$ cat config.mk
export PLATFORM = sky130hd
export DESIGN_NAME = keyed_wdog
export DESIGN_NICKNAME = d
export VERILOG_FILES = /design/src/rtl/wdt_pkg.sv /design/src/rtl/wdt_keyseq.sv /design/src/rtl/wdt_core.sv /design/src/rtl/wdt_regs.sv /design/src/rtl/keyed_wdog.sv
export SDC_FILE = /design/constraint.sdc
export NUM_CORES = 1
export LEC_CHECK = 0
export BUFFER_PORTS_ARGS = -buffer_cell sky130_fd_sc_hd__clkbuf_2
export CAP_MARGIN = 25
export CORE_ASPECT_RATIO = 1.25
export CORE_MARGIN = 2
export CORE_UTILIZATION = 45
export CTS_CLUSTER_SIZE = 10
export DETAILED_ROUTE_END_ITERATION = 6
export PLACE_DENSITY_LB_ADDON = 0.3
export SETUP_SLACK_MARGIN = 0.02
export SKIP_LAST_GASP = 1
export SLEW_MARGIN = 20
export SYNTH_ARGS = -nofsm -noshare
export SYNTH_HDL_FRONTEND = slang
export SYNTH_SLANG_ARGS = --single-unit
$ cat constraint.sdc
create_clock -name clk -period 7.61 [get_ports clk]
set_input_delay 1.522 -clock clk [delete_from_list [all_inputs] [get_ports clk]]
set_output_delay 1.522 -clock clk [all_outputs]
set_load 0.05 [all_outputs]
$ cat src/rtl/wdt_pkg.sv
package wdt_pkg;
   localparam logic [31:0] ARM_CODE    = 32'hA985_59DA;
   localparam logic [31:0] DISARM_CODE = 32'h5312_ACED;
   localparam logic [31:0] FEED_WORD_A = 32'h0000_E51A;
   localparam logic [31:0] FEED_WORD_B = 32'h0000_A35C;
   localparam logic [31:0] REACT_NMI   = 32'h0000_000A;

   localparam logic [7:0] OFS_GCTRL   = 8'h00;
   localparam logic [7:0] OFS_CTRL    = 8'h90;
   localparam logic [7:0] OFS_TIMEOUT = 8'h94;
   localparam logic [7:0] OFS_STATUS  = 8'h98;
   localparam logic [7:0] OFS_KEY     = 8'h9C;
   localparam logic [7:0] OFS_COUNT   = 8'hA0;
   localparam logic [7:0] OFS_REACT   = 8'hA4;
   localparam logic [7:0] OFS_WINDOW  = 8'hA8;

   localparam int RUN_BIT  = 15;
   localparam int NUM_FRAC = 6;
   localparam int FL_EARLY = 0;
   localparam int FL_EXP   = 1;
   localparam int FL_KEY   = 2;

   typedef enum logic {KS_IDLE, KS_ARMED} key_state_t;

   // window code to right-shift of the reload value; unknown codes mean full window
   function automatic logic [2:0] win_shift(input logic [31:0] code);
      case (code)
         32'h0000_0005: win_shift = 3'd0;
         32'h0000_0050: win_shift = 3'd1;
         32'h0000_0500: win_shift = 3'd2;
         32'h0000_5000: win_shift = 3'd3;
         32'h0005_0000: win_shift = 3'd4;
         32'h0050_0000: win_shift = 3'd5;
         default:       win_shift = 3'd0;
      endcase
   endfunction
endpackage

$ cat src/rtl/wdt_keyseq.sv
module wdt_keyseq
   import wdt_pkg::*;
#(
   parameter int DATA_W = 32
) (
   input  logic              clk,
   input  logic              rst_n,
   input  logic              en,
   input  logic              key_wr,
   input  logic              ctrl_wr,
   input  logic [DATA_W-1:0] wdata,
   output logic              feed,
   output logic              key_err
);
   key_state_t st_q;
   logic is_a, is_b;

   assign is_a = (wdata == DATA_W'(FEED_WORD_A));
   assign is_b = (wdata == DATA_W'(FEED_WORD_B));

   always_comb begin
      feed    = en && key_wr && is_b && (st_q == KS_ARMED);
      key_err = en && key_wr && !is_a && !feed;
   end

   always_ff @(posedge clk) begin
      if (!rst_n)
         st_q <= KS_IDLE;
      else if (ctrl_wr && wdata == DATA_W'(DISARM_CODE))
         st_q <= KS_IDLE;
      else if (en && key_wr)
         st_q <= is_a ? KS_ARMED : KS_IDLE;
   end


   no_feed_after_bad_chk: assert property (@(posedge clk) disable iff (!rst_n)
      (en && key_wr && !is_a) |=> !feed);
endmodule

$ cat src/rtl/wdt_core.sv
module wdt_core
   import wdt_pkg::*;
#(
   parameter int PRELOAD_W = 12,
   parameter int SHIFT     = 13,
   localparam int CNT_W    = PRELOAD_W + SHIFT
) (
   input  logic                 clk,
   input  logic                 rst_n,
   input  logic                 arm,
   input  logic                 en,
   input  logic                 run,
   input  logic                 feed,
   input  logic [PRELOAD_W-1:0] preload,
   input  logic [31:0]          win_code,
   output logic [CNT_W-1:0]     cnt_q,
   output logic                 early_ev,
   output logic                 exp_ev
);
   localparam int SEL_W = $clog2(NUM_FRAC);
   localparam int NSLOT = 2 ** SEL_W;

   logic [CNT_W-1:0] reload, thr;
   logic [CNT_W-1:0] thr_v [NSLOT];
   logic [SEL_W-1:0] sel;

   assign reload = {preload, {SHIFT{1'b1}}};

   for (genvar i = 0; i < NSLOT; i++) begin : g_frac
      if (i < NUM_FRAC) begin : g_real
         assign thr_v[i] = reload >> i;
      end else begin : g_pad
         assign thr_v[i] = reload;
      end
   end

   assign sel = SEL_W'(win_shift(win_code));
   assign thr = thr_v[sel];

   always_comb begin
      early_ev = en && feed && (cnt_q > thr);
      exp_ev   = en && !feed && run && (cnt_q == '0);
   end

   always_ff @(posedge clk) begin
      if (!rst_n)
         cnt_q <= '0;
      else if (arm)
         cnt_q <= reload;
      else if (en) begin
         if (feed)
            cnt_q <= reload;
         else if (run)
            cnt_q <= (cnt_q == '0) ? reload : cnt_q - CNT_W'(1);
      end
   end


   dec_step_chk: assert property (@(posedge clk) disable iff (!rst_n)
      (en && run && !feed && !arm && cnt_q != '0) |=> cnt_q == $past(cnt_q) - CNT_W'(1));

   halt_hold_chk: assert property (@(posedge clk) disable iff (!rst_n)
      (en && !run && !feed) |=> $stable(cnt_q));

   feed_reload_chk: assert property (@(posedge clk) disable iff (!rst_n)
      (en && feed) |=> cnt_q == $past(reload));

   exp_reload_chk: assert property (@(posedge clk) disable iff (!rst_n)
      exp_ev |=> cnt_q == $past(reload));
endmodule

$ cat src/rtl/wdt_regs.sv
module wdt_regs
   import wdt_pkg::*;
#(
   parameter int ADDR_W    = 8,
   parameter int DATA_W    = 32,
   parameter int PRELOAD_W = 12,
   parameter int CNT_W     = 25
) (
   input  logic                 clk,
   input  logic                 rst_n,
   input  logic                 wr_en,
   input  logic                 rd_en,
   input  logic [ADDR_W-1:0]    addr,
   input  logic [DATA_W-1:0]    wdata,
   output logic [DATA_W-1:0]    rdata,
   input  logic [CNT_W-1:0]     cnt,
   input  logic                 early_ev,
   input  logic                 exp_ev,
   input  logic                 key_err,
   output logic                 en_q,
   output logic                 run_dbg_q,
   output logic [PRELOAD_W-1:0] preload_q,
   output logic [31:0]          win_q,
   output logic                 arm,
   output logic                 key_wr,
   output logic                 ctrl_wr,
   output logic                 rst_req,
   output logic                 nmi_req
);
   logic [31:0] react_q;
   logic [2:0]  flags_q, fl_set, fl_clr;
   logic        nmi_sel_q, pend;
   logic        wr_g, wr_t, wr_s, wr_r, wr_w;

   assign wr_g    = wr_en && addr == ADDR_W'(OFS_GCTRL);
   assign ctrl_wr = wr_en && addr == ADDR_W'(OFS_CTRL);
   assign wr_t    = wr_en && addr == ADDR_W'(OFS_TIMEOUT);
   assign wr_s    = wr_en && addr == ADDR_W'(OFS_STATUS);
   assign key_wr  = wr_en && addr == ADDR_W'(OFS_KEY);
   assign wr_r    = wr_en && addr == ADDR_W'(OFS_REACT);
   assign wr_w    = wr_en && addr == ADDR_W'(OFS_WINDOW);
   assign arm     = ctrl_wr && !en_q && wdata == DATA_W'(ARM_CODE);

   always_comb begin
      fl_set           = '0;
      fl_set[FL_EARLY] = early_ev;
      fl_set[FL_EXP]   = exp_ev;
      fl_set[FL_KEY]   = key_err;
      fl_clr           = wr_s ? wdata[2:0] : 3'b000;
   end

   always_ff @(posedge clk) begin
      if (!rst_n) begin
         en_q      <= 1'b0;
         run_dbg_q <= 1'b0;
         preload_q <= '0;
         react_q   <= '0;
         win_q     <= '0;
         flags_q   <= '0;
         nmi_sel_q <= 1'b0;
      end else begin
         if (arm)  en_q      <= 1'b1;
         if (wr_g) run_dbg_q <= wdata[RUN_BIT];
         if (wr_t) preload_q <= wdata[PRELOAD_W-1:0];
         if (wr_r) react_q   <= wdata[31:0];
         if (wr_w) win_q     <= wdata[31:0];
         flags_q <= (flags_q & ~fl_clr) | fl_set;
         if (early_ev || exp_ev)
            nmi_sel_q <= (react_q == REACT_NMI);
      end
   end

   assign pend    = flags_q[FL_EARLY] | flags_q[FL_EXP];
   assign rst_req = pend & ~nmi_sel_q;
   assign nmi_req = pend & nmi_sel_q;

   always_comb begin
      rdata = '0;
      if (rd_en) begin
         case (addr)
            ADDR_W'(OFS_GCTRL):   rdata[RUN_BIT] = run_dbg_q;
            ADDR_W'(OFS_TIMEOUT): rdata = DATA_W'(preload_q);
            ADDR_W'(OFS_STATUS):  rdata = DATA_W'({en_q, flags_q});
            ADDR_W'(OFS_COUNT):   rdata = DATA_W'(cnt);
            ADDR_W'(OFS_REACT):   rdata = DATA_W'(react_q);
            ADDR_W'(OFS_WINDOW):  rdata = DATA_W'(win_q);
            default:              rdata = '0;
         endcase
      end
   end


   arm_lock_chk: assert property (@(posedge clk) disable iff (!rst_n)
      en_q |=> en_q);

   nmi_src_chk: assert property (@(posedge clk) disable iff (!rst_n)
      $rose(nmi_req) |-> $past(react_q) == REACT_NMI);

   req_clear_chk: assert property (@(posedge clk) disable iff (!rst_n)
      (wr_s && wdata[1:0] == 2'b11 && !early_ev && !exp_ev) |=> (!rst_req && !nmi_req));
endmodule

$ cat src/rtl/keyed_wdog.sv
module keyed_wdog
   import wdt_pkg::*;
#(
   parameter int ADDR_W    = 8,
   parameter int DATA_W    = 32,
   parameter int PRELOAD_W = 12,
   parameter int SHIFT     = 13
) (
   input  logic              clk,
   input  logic              rst_n,
   input  logic              wr_en,
   input  logic              rd_en,
   input  logic [ADDR_W-1:0] addr,
   input  logic [DATA_W-1:0] wdata,
   output logic [DATA_W-1:0] rdata,
   input  logic              dbg_halt,
   output logic              rst_req,
   output logic              nmi_req
);
   localparam int CNT_W = PRELOAD_W + SHIFT;

   if (DATA_W != 32) begin : g_bad_data
      $error("keyed_wdog: DATA_W must be 32");
   end
   if (ADDR_W < 8) begin : g_bad_addr
      $error("keyed_wdog: ADDR_W must be at least 8");
   end
   if (CNT_W > DATA_W) begin : g_bad_cnt
      $error("keyed_wdog: PRELOAD_W + SHIFT exceeds DATA_W");
   end
   if (SHIFT < NUM_FRAC) begin : g_bad_shift
      $error("keyed_wdog: SHIFT too small for the narrowest window");
   end

   logic                 en, run_dbg, run, arm, key_wr, ctrl_wr;
   logic                 feed, key_err, early_ev, exp_ev;
   logic [PRELOAD_W-1:0] preload;
   logic [31:0]          win_code;
   logic [CNT_W-1:0]     cnt;

   assign run = run_dbg | ~dbg_halt;

   wdt_regs #(.ADDR_W(ADDR_W), .DATA_W(DATA_W), .PRELOAD_W(PRELOAD_W), .CNT_W(CNT_W)) u_regs (
      .clk(clk), .rst_n(rst_n), .wr_en(wr_en), .rd_en(rd_en), .addr(addr),
      .wdata(wdata), .rdata(rdata), .cnt(cnt), .early_ev(early_ev),
      .exp_ev(exp_ev), .key_err(key_err), .en_q(en), .run_dbg_q(run_dbg),
      .preload_q(preload), .win_q(win_code), .arm(arm), .key_wr(key_wr),
      .ctrl_wr(ctrl_wr), .rst_req(rst_req), .nmi_req(nmi_req));

   wdt_keyseq #(.DATA_W(DATA_W)) u_keys (
      .clk(clk), .rst_n(rst_n), .en(en), .key_wr(key_wr), .ctrl_wr(ctrl_wr),
      .wdata(wdata), .feed(feed), .key_err(key_err));

   wdt_core #(.PRELOAD_W(PRELOAD_W), .SHIFT(SHIFT)) u_core (
      .clk(clk), .rst_n(rst_n), .arm(arm), .en(en), .run(run), .feed(feed),
      .preload(preload), .win_code(win_code), .cnt_q(cnt),
      .early_ev(early_ev), .exp_ev(exp_ev));
endmodule

## After elaboration in Yosys (flattened, before gate mapping)

Cells that the tools add are included.

| word-level totals | value |
|---|---|
| output and inout port bits | 34 |
| flip-flop bits (word level) | 108 |
| input port bits | 45 |

| cells by class | value |
|---|---|
| bitwise operators | 11 |
| mux-type cells | 15 |
| eq/ne operators | 17 |
| reduce and logical (&&, ||, !) cells | 30 |
| order comparisons | 2 |
| add/subtract/negate cells | 1 |

Operators with widths:

| kind | number |
|---|---|
| 25-bit 2-to-1 mux | 7 |
| 25-bit binary-select mux with 3-bit select | 1 |
| 15-bit case mux with 5 select lines | 1 |
| 32-bit by 16-bit == test with 1-bit output (second input constant) | 2 |
| 8-bit == test (second input constant) | 7 |
| 16-bit case mux with 3 select lines | 1 |
| 32-bit by 11-bit == test with 1-bit output (second input constant) | 1 |
| 32-bit by 15-bit == test with 1-bit output (second input constant) | 1 |
| 32-bit by 19-bit == test with 1-bit output (second input constant) | 1 |
| 32-bit by 23-bit == test with 1-bit output (second input constant) | 1 |
| 32-bit by 31-bit == test with 1-bit output (second input constant) | 1 |
| 32-bit == test (second input constant) | 1 |
| 32-bit by 4-bit == test with 1-bit output (second input constant) | 1 |
| 32-bit by 7-bit == test with 1-bit output (second input constant) | 1 |
| 32-bit 2-to-1 mux | 1 |
| 25-bit > comparator | 1 |
| 25-bit logical NOT | 1 |
| 25-bit by 1-bit subtractor with 25-bit output (second input constant) | 1 |
| 1-bit logical AND | 20 |
| 3-bit case mux with 5 select lines | 1 |
| 8-bit logical NOT | 1 |
| 4-bit >= comparator (second input constant) | 1 |
| 3-bit NOT with 4-bit output | 1 |
| 1-bit case mux with 4 select lines | 1 |
| 14 further kinds | 20 |

## Logic depth before layout (Yosys ltp)

| depth | value |
|---|---|
| depth in word-level cells | 10 |
| mapped depth | 14 |
| depth with buffers taken out | 13 |

## Cells and area by module

Synthesis repeated with hierarchy kept, for this count alone.

| unflattened totals | value |
|---|---|
| cells, all modules | 900 |
| area, all modules | 7019.2 um2 |

Modules (own cells, without submodules):

| module | times used | area each (um2) | cells an instance | seq. area each (um2) |
|---|---|---|---|---|
| wdt_regs | 1 | 4231.6 | 525 | 1641.6 |
| wdt_core | 1 | 2557.5 | 345 | 500.5 |
| wdt_keyseq | 1 | 224.0 | 29 | 20.0 |
| keyed_wdog | 1 | 6.3 | 1 | 0.0 |

## Least setup slack after synthesis

Ideal clock, no wire load.

| timing path | value |
|---|---|
| path type | input port to output port |
| start | in addr[1] |
| end | out rdata[15] |
| setup slack | 2.375 ns |
| arrival time | 3.713 ns |
| buffers on the path | 1 |
| stages | 6 |
| path through | nor3_1 nand2_1 nor2_1 clkbuf_1 a22oi_1 a21boi_0 |

| between the ends | value |
|---|---|
| longest elaborated chain between the ends | 3 |

Ends and longest elaborated chain:

| item | line | text |
|---|---|---|
| from (decl) | keyed_wdog.sv:13 | `input logic [ADDR_W-1:0] addr,` |
| 8-bit == test or 8-bit logical NOT (tied branches) | wdt_regs.sv:80 | `case (addr)` |
| 1-bit case mux with 4 select lines * | wdt_regs.sv:80 |  |
| 32-bit 2-to-1 mux * | wdt_regs.sv:79 | `if (rd_en) begin` |
| to (decl) | keyed_wdog.sv:15 | `output logic [DATA_W-1:0] rdata,` |

Mark *: on every way between the ends. The rest lies on a longest branch, timed or not.

## Worst setup path in the final report

| timing path | value |
|---|---|
| start | in addr[7] |
| end | out rdata[5] |

| between the ends | value |
|---|---|
| longest elaborated chain between the ends | 3 |

Ends and longest elaborated chain:

| item | line |
|---|---|
| 8-bit == test | wdt_regs.sv:80 |
| 15-bit case mux with 5 select lines * | wdt_regs.sv:80 |
| 32-bit 2-to-1 mux * | wdt_regs.sv:79 |

Marks and branches as above.

==> flow_summary.ini <==
[sta]
timing.max_slew.rel_slack = 0.295
final-max-slew-violation-count = 0
finalSetupTns_ps = 0
postLayoutSetupSlackWorst_ps = 2070
setup_repair_after_global_routing_missed_its_margin = no
setup_viol = 0
period_minus_slack_ps = 5540
maxClockFrequency_ghz = 0.180
fin_crit_sh = 0.729
final.setup_skew_ps = 12.6
max_slew.worst_pin.slew_ps = 1050
hold_violations = 0
hold-worst-slack_ps = 461

[synth]
synthMuxAreaShare = 0.0423
fraction_of_the_mapped_netlist_area_in_adder_cells = 0.0374
ys_types = 70
ys.warnings.count = 0
synthSimpleGateAreaFrac = 0.315
number_of_storage_elements_in_the_synthesis_netlist = 108
syn-num-nets = 952
synth_async_sr_flop_share = 0
yosys.cell_count.top_type = sky130_fd_sc_hd__nand2_1
synth_top_family_by_area = simple AND/OR/NAND/NOR gates
synth_flop_cell = sky130_fd_sc_hd__dfxtp_1
synth_compound_gate_area_share = 0.236
synth_area_leaders = sky130_fd_sc_hd__dfxtp_1, sky130_fd_sc_hd__nand2_1, sky130_fd_sc_hd__a21oi_1
yosys-top-cells-count = sky130_fd_sc_hd__nand2_1, sky130_fd_sc_hd__dfxtp_1, sky130_fd_sc_hd__a21oi_1
synth-seq-area-share = 0.323
synth_edf_count = 0
synth_xor_xnor_area_share = 0.00131
synthCells = 887
netlist_area_before_placement_sq_um = 6690
syn_avg_cell_area_sq_um = 7.54
synthDominantCellAreaShare = 0.323
synth_area_leader_cell = sky130_fd_sc_hd__dfxtp_1

[detailed_routing]
vias_per_instance = 6.64
drt_iter0_markers = 670
wl_per_cell_um = 21.4
post-route-drc-count = 9
drt_pass1_iterations = 7
route.vias.total = 7400
finalWirelength_mm = 23.8
antenna_nets_post_route = 0

[grt]
vias_in_the_first_global_route = 6756
globalRoute.totalOverflow = 0
grt_antenna_before_repair = 0
grt_start_max_net_pins = 95
track_usage = 0.301
wire_length_of_the_first_global_routing_pass_mm = 37.7

[setup_path]
worst_setup_path_end_kind = primary output
critical_path_buf_inv_count = 2
worstPathCellList = clkbuf_2, nor4bb_1, o21ai_0, nand2_1, nand4_1, a21oi_1, clkbuf_2
crit_fanout = 15
cpLargestDelayFamily = simple AND/OR/NAND/NOR gates
cp_data_required_time_ps = 6090
slowest_delay_ps = 620
arrival_ps = 4020
critical_path.startpoint_type = input pin
crit_path_top_delay_cell = sky130_fd_sc_hd__nor4bb_1
setup.worst_path.class = in -> out
timing.critical_path.mode_cell = sky130_fd_sc_hd__clkbuf_2

[status]
violated_checks = DRC
outcome = finished with violations

[clock_network]
max-clock-path-buffers = 2
total_clock_buffers_created_by_cts = 9
clk-insertion-delay-late_ps = 360
number_of_buffers_inserted_to_repair_setup_after_cts = 0
clock_h_tree_levels = 3
ctsRootBufferMaster = sky130_fd_sc_hd__clkbuf_16
clkSinkCount = 108
post_cts_resize_count = 0
cts_tree = yes
cts_hold_buffers = 0
clk_pin_slew_ps = 80

[final_layout]
drive_above_1_share = 0.143
instances_no_fill = 1114
finalNetCount = 997
diodes = 0
synthToLayoutAreaGrowth_pct = 11.8
final.fill_count = 1428

[pwr]
internal-power_uw = 804
swShare = 0.251
pd_cells_nw_per_um2 = 144
power.clock.fraction = 0.423
power.combinational.fraction = 0.051
design_power_total_uw = 1070
leakagePower_uw = 0.00274
irDropWorstVdd_mv = 0.128
power.switching_uw = 270
sequential_power_share = 0.526

[place]
place_inst = 1097
post-place-ws_ps = 2130
numPortBuffers = 78
dpl.hpwl_mm = 17.7
finalWeightedCongestion = 0.963

[floorplan]
die_height_um = 140
die_area_sq_um = 15900
io_pins = 79
initial_utilization = 0.462
placementRows = 49
core-area_sq_um = 14500
die_w_um = 113

[hold_path]
hp-class = reg -> reg

[flow_run]
max_cap_violations = 0
## logic make-up (layout without fill, tap and decap cells)
group                      count (synthesis)  count (layout)
and+or+nand+nor                          425             425
DFF                                      108             108
xor gates and xnor gates                   1               1
adders and majority gates                 20              20
buffers and inverters                     72             121
AOI/OAI and AO/OA                        235             235
muxes                                     26              26
## placed cells by master (no fill, tap or decap), drive strengths merged, types with 7 or more instances in the layout
cell type	n
a21o	8
a21oi	105
a222oi	15
a22oi	27
and4	7
buf	13
clkbuf	87
dfxtp	108
ha	20
inv	18
mux2i	20
nand2	183
nand2b	7
nand3	29
nand4	21
nand4b	8
nor2	66
nor3	26
nor4	24
nor4bb	9
o21a	8
o21ai	15
o221a	8
or4	11
## final cells by class
cell class,instances,area (sq um),share of cell area
Timing Repair Buffer,91,515,0.0690
Inverter,15,56.3,0.00753
Tap cell,178,223,0.0298
Sequential cell,108,2160,0.289
Clock buffer,9,225,0.0301
Multi-Input combinational cell,707,4250,0.568
Clock inverter,6,46.3,0.00619
## flip-flops by register name (all words and copies together), names as in the netlist
signal	count
u_regs.flags_q	3
u_regs.en_q	1
u_core.cnt_q	25
u_keys.st_q	1
u_regs.run_dbg_q	1
u_regs.react_q	32
u_regs.win_q	32
u_regs.preload_q	12
u_regs.nmi_sel_q	1
## worst reg2reg max path: stages (launching register included)
cell and delay, ps:
sky130_fd_sc_hd__dfxtp_1 330, sky130_fd_sc_hd__nor4_1 610, sky130_fd_sc_hd__nand4_1 420, sky130_fd_sc_hd__or4_1 810, sky130_fd_sc_hd__nand2_1 200, sky130_fd_sc_hd__a21oi_1 60, sky130_fd_sc_hd__a221oi_1 330, sky130_fd_sc_hd__ha_1 200
sky130_fd_sc_hd__nand4_1 140, sky130_fd_sc_hd__nor4bb_1 680, sky130_fd_sc_hd__a221oi_1 210, sky130_fd_sc_hd__o221ai_1 210, sky130_fd_sc_hd__a31oi_1 170, sky130_fd_sc_hd__mux2i_1 140
## worst paths after layout
kind | start | endpoint | slack, ps | cells after the start
max | addr[7] | rdata[5] | 2070 | 7
min | u_regs.flags_q[2]$_SDFF_PN0_ | u_regs.flags_q[2]$_SDFF_PN0_ | 460 | 2
max reg2reg | u_regs.win_q[1]$_SDFFE_PN0P_ | u_regs.nmi_sel_q$_SDFFE_PN0P_ | 2990 | 13
min reg2reg | u_regs.flags_q[2]$_SDFF_PN0_ | u_regs.flags_q[2]$_SDFF_PN0_ | 460 | 2
## metrics by stage
stage / util / cell area [sq um]
4_1_cts: 0.515 / 7450
6_report: 0.517 / 7480
3_5_place_dp: 0.496 / 7180
3_3_place_gp: 0.494 / 7150
5_1_grt: 0.517 / 7480
2_1_floorplan: - / 6690
## power by group through the flow
stage | Combinational, uW | Sequential, uW | Clock [uW]
3_3_place_gp | 53.3 | 579 | 0
4_1_cts | 53.7 | 566 | 457
2_1_floorplan | 21.2 | 579 | 0
6_report | 54.7 | 566 | 454
3_5_place_dp | 53.6 | 579 | 0
5_1_grt | 58.1 | 566 | 484
## per-layer routing
| metal | GRT usage | up-vias | part of all wire |
|---|---|---|---|
| met2 | 0.488 | 390 | 0.47 |
| met1 | 0.392 | 3515 | 0.40 |
| met4 | 0.141 | 0 | 0.050 |
| met3 | 0.0480 | 82 | 0.087 |
| li1 | - | 3413 | - |
| met5 | 0 | - | 0 |
No activity file was read; power rests on OpenSTA's default activity.
